<file path="src/rtl/sd_irq_pkg.sv">
package sd_irq_pkg;
    localparam int STS_W      = 16;
    localparam int N_FIA      = 4;
    localparam int BIT_CMD    = 0;
    localparam int BIT_XFER   = 1;
    localparam int BIT_CARD   = 8;
    localparam int BIT_RDWAIT = 10;
    localparam int BIT_FIA0   = 11;
    localparam int BIT_ERR    = 15;

    typedef logic [STS_W-1:0] sts_t;

    // bits that latch events and clear on a written 1
    function automatic sts_t latch_mask();
        sts_t m;
        m = '0;
        m[BIT_CMD]    = 1'b1;
        m[BIT_XFER]   = 1'b1;
        m[BIT_RDWAIT] = 1'b1;
        for (int k = 0; k < N_FIA; k++) m[BIT_FIA0+k] = 1'b1;
        return m;
    endfunction
endpackage

</file>
<file path="src/rtl/sd_irq_fifo_match.sv">
module sd_irq_fifo_match #(
    parameter int PTR_W = 8,
    parameter int N_THR = 4,
    parameter int SEL_W = (N_THR > 1) ? $clog2(N_THR) : 1
) (
    input  logic             clk,
    input  logic             rst_n,
    input  logic             thr_wr_i,
    input  logic [SEL_W-1:0] thr_sel_i,
    input  logic [PTR_W-1:0] thr_data_i,
    input  logic [PTR_W-1:0] fifo_ptr_i,
    output logic [N_THR-1:0] hit_pulse_o
);
    typedef struct packed {
        logic [N_THR-1:0][PTR_W-1:0] thr;
        logic [N_THR-1:0]            hit;
    } fm_state_t;

    fm_state_t st_d, st_q;
    logic [N_THR-1:0] hit_now;

    genvar g;
    generate
        for (g = 0; g < N_THR; g++) begin : g_cmp
            assign hit_now[g] = (fifo_ptr_i == st_q.thr[g]);
        end
    endgenerate

    assign hit_pulse_o = hit_now & ~st_q.hit;

    always_comb begin
        st_d     = st_q;
        st_d.hit = hit_now;
        for (int k = 0; k < N_THR; k++) begin
            if (thr_wr_i && (int'(thr_sel_i) == k)) st_d.thr[k] = thr_data_i;
        end
    end

    always_ff @(posedge clk) begin
        if (!rst_n) st_q <= '0;
        else        st_q <= st_d;
    end

    generate
        for (g = 0; g < N_THR; g++) begin : g_chk
            // one pulse per arrival at a threshold
            a_r7_single_pulse: assert property (@(posedge clk) disable iff (!rst_n)
                hit_pulse_o[g] |=> !hit_pulse_o[g]);
        end
    endgenerate
endmodule

</file>
<file path="src/rtl/sd_irq_status_reg.sv">
module sd_irq_status_reg
    import sd_irq_pkg::*;
(
    input  logic clk,
    input  logic rst_n,
    input  sts_t sts_en_i,
    input  sts_t set_i,
    input  logic card_i,
    input  logic err_any_i,
    input  logic clr_wr_i,
    input  sts_t clr_data_i,
    output sts_t status_o
);
    localparam sts_t LMASK = latch_mask();

    typedef struct packed {
        sts_t sts;
    } sr_state_t;

    sr_state_t st_d, st_q;
    sts_t      clr_vec;

    always_comb begin
        clr_vec     = clr_wr_i ? clr_data_i : '0;
        st_d        = st_q;
        st_d.sts    = ((st_q.sts & ~clr_vec) | (set_i & sts_en_i)) & LMASK;
        st_d.sts[BIT_CARD] = card_i;
        st_d.sts[BIT_ERR]  = err_any_i;
    end

    always_ff @(posedge clk) begin
        if (!rst_n) st_q <= '0;
        else        st_q <= st_d;
    end

    assign status_o = st_q.sts;

    a_r3_w1c_clears: assert property (@(posedge clk) disable iff (!rst_n)
        (clr_wr_i && clr_data_i[BIT_XFER] && !set_i[BIT_XFER]) |=> !status_o[BIT_XFER]);
    a_r3_zero_keeps: assert property (@(posedge clk) disable iff (!rst_n)
        (!clr_wr_i && status_o[BIT_CMD]) |=> status_o[BIT_CMD]);
    a_r8_event_wins: assert property (@(posedge clk) disable iff (!rst_n)
        (set_i[BIT_CMD] && sts_en_i[BIT_CMD]) |=> status_o[BIT_CMD]);
    a_r8_masked_no_set: assert property (@(posedge clk) disable iff (!rst_n)
        (!status_o[BIT_RDWAIT] && !sts_en_i[BIT_RDWAIT]) |=> !status_o[BIT_RDWAIT]);
    a_r4_err_summary: assert property (@(posedge clk) disable iff (!rst_n)
        $rose(err_any_i) |=> status_o[BIT_ERR]);
    a_r5_card_level: assert property (@(posedge clk) disable iff (!rst_n)
        $fell(card_i) |=> !status_o[BIT_CARD]);
endmodule

</file>
<file path="src/rtl/sd_irq_status_unit.sv">
module sd_irq_status_unit
    import sd_irq_pkg::*;
#(
    parameter int PTR_W = 8,
    parameter int ERR_W = 16
) (
    input  logic             clk,
    input  logic             rst_n,
    input  logic             cmd_done_i,
    input  logic             xfer_done_i,
    input  logic             rd_wait_i,
    input  logic             card_irq_i,
    input  logic [ERR_W-1:0] err_bits_i,
    input  logic [PTR_W-1:0] fifo_ptr_i,
    input  logic             thr_wr_i,
    input  logic [1:0]       thr_sel_i,
    input  logic [PTR_W-1:0] thr_data_i,
    input  logic             sts_en_wr_i,
    input  logic [15:0]      sts_en_data_i,
    input  logic             sig_en_wr_i,
    input  logic [15:0]      sig_en_data_i,
    input  logic             clr_wr_i,
    input  logic [15:0]      clr_data_i,
    output logic [15:0]      sts_rd_o,
    output logic             irq_o
);
    typedef struct packed {
        sts_t sts_en;
        sts_t sig_en;
        logic irq;
    } top_state_t;

    top_state_t        st_d, st_q;
    logic [N_FIA-1:0]  hit_pulse;
    sts_t              set_vec;
    sts_t              status;

    sd_irq_fifo_match #(.PTR_W(PTR_W), .N_THR(N_FIA), .SEL_W(2)) u_match (
        .clk         (clk),
        .rst_n       (rst_n),
        .thr_wr_i    (thr_wr_i),
        .thr_sel_i   (thr_sel_i),
        .thr_data_i  (thr_data_i),
        .fifo_ptr_i  (fifo_ptr_i),
        .hit_pulse_o (hit_pulse)
    );

    always_comb begin
        set_vec             = '0;
        set_vec[BIT_CMD]    = cmd_done_i;
        set_vec[BIT_XFER]   = xfer_done_i;
        set_vec[BIT_RDWAIT] = rd_wait_i;
        for (int k = 0; k < N_FIA; k++) set_vec[BIT_FIA0+k] = hit_pulse[k];
    end

    sd_irq_status_reg u_sts (
        .clk        (clk),
        .rst_n      (rst_n),
        .sts_en_i   (st_q.sts_en),
        .set_i      (set_vec),
        .card_i     (card_irq_i),
        .err_any_i  (|err_bits_i),
        .clr_wr_i   (clr_wr_i),
        .clr_data_i (clr_data_i),
        .status_o   (status)
    );

    assign sts_rd_o = status & st_q.sts_en;

    always_comb begin
        st_d     = st_q;
        st_d.irq = |(sts_rd_o & st_q.sig_en);
        if (sts_en_wr_i) st_d.sts_en = sts_en_data_i;
        if (sig_en_wr_i) st_d.sig_en = sig_en_data_i;
    end

    always_ff @(posedge clk) begin
        if (!rst_n) st_q <= '0;
        else        st_q <= st_d;
    end

    assign irq_o = st_q.irq;

    // a request needs a visible source one clock earlier
    a_r10_irq_has_source: assert property (@(posedge clk) disable iff (!rst_n)
        irq_o |-> ($past(sts_rd_o) != '0));
    // a bit masked off in the status-enable never reads back
    a_r2_read_masked: assert property (@(posedge clk) disable iff (!rst_n)
        (sts_en_wr_i && !sts_en_data_i[BIT_CARD]) |=> !sts_rd_o[BIT_CARD]);
endmodule

</file>
<file path="config.mk">
export PLATFORM = sky130hd
export DESIGN_NAME = sd_irq_status_unit
export DESIGN_NICKNAME = d
export VERILOG_FILES = /design/src/rtl/sd_irq_pkg.sv /design/src/rtl/sd_irq_fifo_match.sv /design/src/rtl/sd_irq_status_reg.sv /design/src/rtl/sd_irq_status_unit.sv
export SDC_FILE = /design/constraint.sdc
export NUM_CORES = 1
export LEC_CHECK = 0
export ABC_CLOCK_PERIOD_IN_PS = 1200
export BUFFER_PORTS_ARGS = -buffer_cell sky130_fd_sc_hd__buf_2
export CAP_MARGIN = 40
export CORE_MARGIN = 8
export CORE_UTILIZATION = 49
export DETAILED_ROUTE_END_ITERATION = 10
export PLACE_DENSITY = 0.8
export SLEW_MARGIN = 20
export SYNTH_ARGS = -nofsm -noshare
export SYNTH_HDL_FRONTEND = slang
export SYNTH_SLANG_ARGS = --single-unit
</file>
<file path="constraint.sdc">
create_clock -name clk -period 1.2 [get_ports clk]
set_input_delay 0.12 -clock clk [delete_from_list [all_inputs] [get_ports clk]]
set_output_delay 0.12 -clock clk [all_outputs]
set_load 0.02 [all_outputs]
</file>
==> metrics <==
fmax=847.4 MHz; sequential area share after synthesis=44.43%; vias per cell=4.942; postcts setup bufs=0; commonest non-fill, non-tap cell in the layout=buf_2; total wire length=6691 um; worst hold path stage count=3; Reg-to-Reg End=u_sts.status_o[14]; crit start category=flip-flop; post-layout min period=1.180 ns; post-route setup TNS=0 ns; outcome=finished, final reports clean; IO buf count=78; synth unique cells=28; ANT cells=0; fin. max-slew vios=0; Initial Util=49.59%; die height=92.72 um; Fin. Hold Viols=0; Hold Path Class=input pin to flip-flop; CP Max Fanout=2; GR Overflow Total=0; initial antenna violation count=0; row count=28; Max Root-Sink Buffers=2; Chip Width=92.72 um; area grow syn2layout=24.77%; largest cells by area after synthesis=dfxtp_1, mux2i_1, nor2_1, xnor2_1, xnor2_2; unrepaired setup endpoints after global routing=yes; maximum resistive drop on vdd=0.0009808 V; crit path DAT=1.47 ns; final setup vio count=0; largest area contributor in the netlist=dfxtp_1; clock root cell=clkbuf_8; htree depth=3; Pwr Total=4.874 mW; number of global-route vias before repair=2261; Post-DRT Antenna Nets=0; DR vias=2199; Post-Syn Area=0.002884 mm^2; crit end category=flip-flop; All-Layer GR Usage=16.13%; Final #Nets=458; max_cap viols=0; Reg2Reg Setup Slack=0.02 ns; DR DRC count=0; Starting DRT DRC Count=56; Inserted Clock Buffers=9; CTS clk-pin slew, worst paths=0.07 ns; skew final=0.004958 ns; first-pass GRT wire length=10770 um; total clock sinks=64; CTS tree=done; PwrDens=1355 mW/mm^2; Seq cells post-synth=64; CP required=1.49 ns; WS Path Type=flip-flop to flip-flop; average wire per standard cell=15.04 um; Hold Crit Start=sig_en_data_i[15]; largest net degree at the start of global routing=33; Hold EP=st_q[16]; share of cells above drive strength 1=32.97%; worst r2r path cells=4; P_leak=1.707 nW; Synth top area share=44.43%; worst-skew pair later-pin latency=0.34 ns; Initial DRT Pass Iterations=4; Cells after Synth=287; Final GP Congestion=0.7978; average size of a mapped cell=10.05 um^2; Die ar.=0.008597 mm^2; commonest non-fill, non-tap cells in the layout=buf_2, dfxtp_1, nor2_1, mux2i_1, xnor2_1; Tcrit/Tclk final=98.34%; FF-to-FF Start=u_match.st_q[33]; HPWL after DPL=4922 um; yosys warns=0; Core ar.=0.005816 mm^2; IO Count=109
==> cell type report <==
type / instances / area (um^2)
well taps: 75 / 93.84
inverters: 1 / 3.754
clock inverters: 3 / 65.06
fillers: 520 / 2217
flip-flops and latches: 64 / 1291
clock buffers: 12 / 155.1
multi-input cells: 202 / 1496
repair buffers: 88 / 493.0
==> per-stage QoR <==
step / worst slack, ns / hold slack, ns / area [um^2] / utilization, % / cells
2_1_floorplan: 0.05224 / 0.2473 / 2907 / - / 293
3_3_place_gp: 0.03785 / 0.3407 / 3273 / 56.28 / 426
3_5_place_dp: 0.002784 / 0.3525 / 3273 / 56.28 / 426
4_1_cts: 0.01237 / 0.003693 / 3542 / 60.91 / 445
5_1_grt: -0.04885 / 0.009141 / 3598 / 61.88 / 445
6_report: 0.01997 / 0.01612 / 3598 / 61.88 / 445
==> worst max-delay path by stage <==
stage / from / to / slack (ns)
floorplan: u_sts.status_o[14] / irq_o / 0.05
global placement: u_match.st_q[4] / u_sts.status_o[11] / 0.04
detailed placement: u_match.st_q[30] / u_sts.status_o[14] / 0.003
CTS: u_match.st_q[5] / u_sts.status_o[11] / 0.01
global route: u_match.st_q[33] / u_sts.status_o[14] / -0.05
finish: u_match.st_q[33] / u_sts.status_o[14] / 0.02
==> cells in the mapped netlist <==
cell type	number
dfxtp_1	64
nor2_1	53
mux2i_1	50
xnor2_1	22
and2_1	10
nand2_1	9
nand3_1	9
buf_2	8
buf_4	8
xnor2_2	6
buf_6	5
clkbuf_1	5
nand4_1	5
a32o_1	4
nor2b_1	4
nor4_1	4
xor2_1	4
a22oi_1	3
a221o_1	2
nand3b_1	2
nor3_2	2
nor4_2	2
a41oi_1	1
and3_1	1
conb_1	1
inv_2	1
nor3b_1	1
o21a_1	1
==> critical path, cell delays in order, from the launching register on <==
cell and delay [ns]:
dfxtp_2 0.33, xnor2_2 0.16, nand3_2 0.12, nor4_4 0.35, a32o_1 0.16
==> registers in the layout, indices dropped and copies added (netlist names) <==
name	count
u_sts.status_o	9
irq_o	1
u_match.st_q	36
st_q	18
==> kinds of logic after synthesis <==
family | Yosys count | share of synthesized area, %
AND/OR/NAND/NOR | 102 | 17.18
flip-flops | 64 | 44.43
buffers and inverters | 27 | 6.204
AO/OA/AOI/OAI | 11 | 3.428
other | 1 | 0.1300
XOR/XNOR | 32 | 11.28
multiplexers | 50 | 17.35
==> power by group <==
| group | internal (mW) | leakage [nW] | switching, mW | total [mW] |
|---|---|---|---|---|
| clock network | 1.27 | 0.112 | 0.779 | 2.05 |
| logic | 0.278 | 1.07 | 0.288 | 0.566 |
| registers | 2.21 | 0.526 | 0.0531 | 2.26 |
| total | 3.76 | 1.71 | 1.12 | 4.87 |
==> repair_timing <==
action / CTS / global route
endpoints found under the setup margin: 2 / 5
hold buffers: 4 / 0
pin swaps: 2 / 7
resized for setup: 1 / 16
endpoints found under the hold margin: 4 / 0
==> per-layer routing <==
layer	vias up	track usage, %	wire length, um
met5	-	0	0
met4	0	6.980	111
met3	11	7.362	564
met2	66	26.64	3222
met1	1012	17.44	2792
li1	1110	-	-
Note: power is estimated with default switching activity, not from simulation.
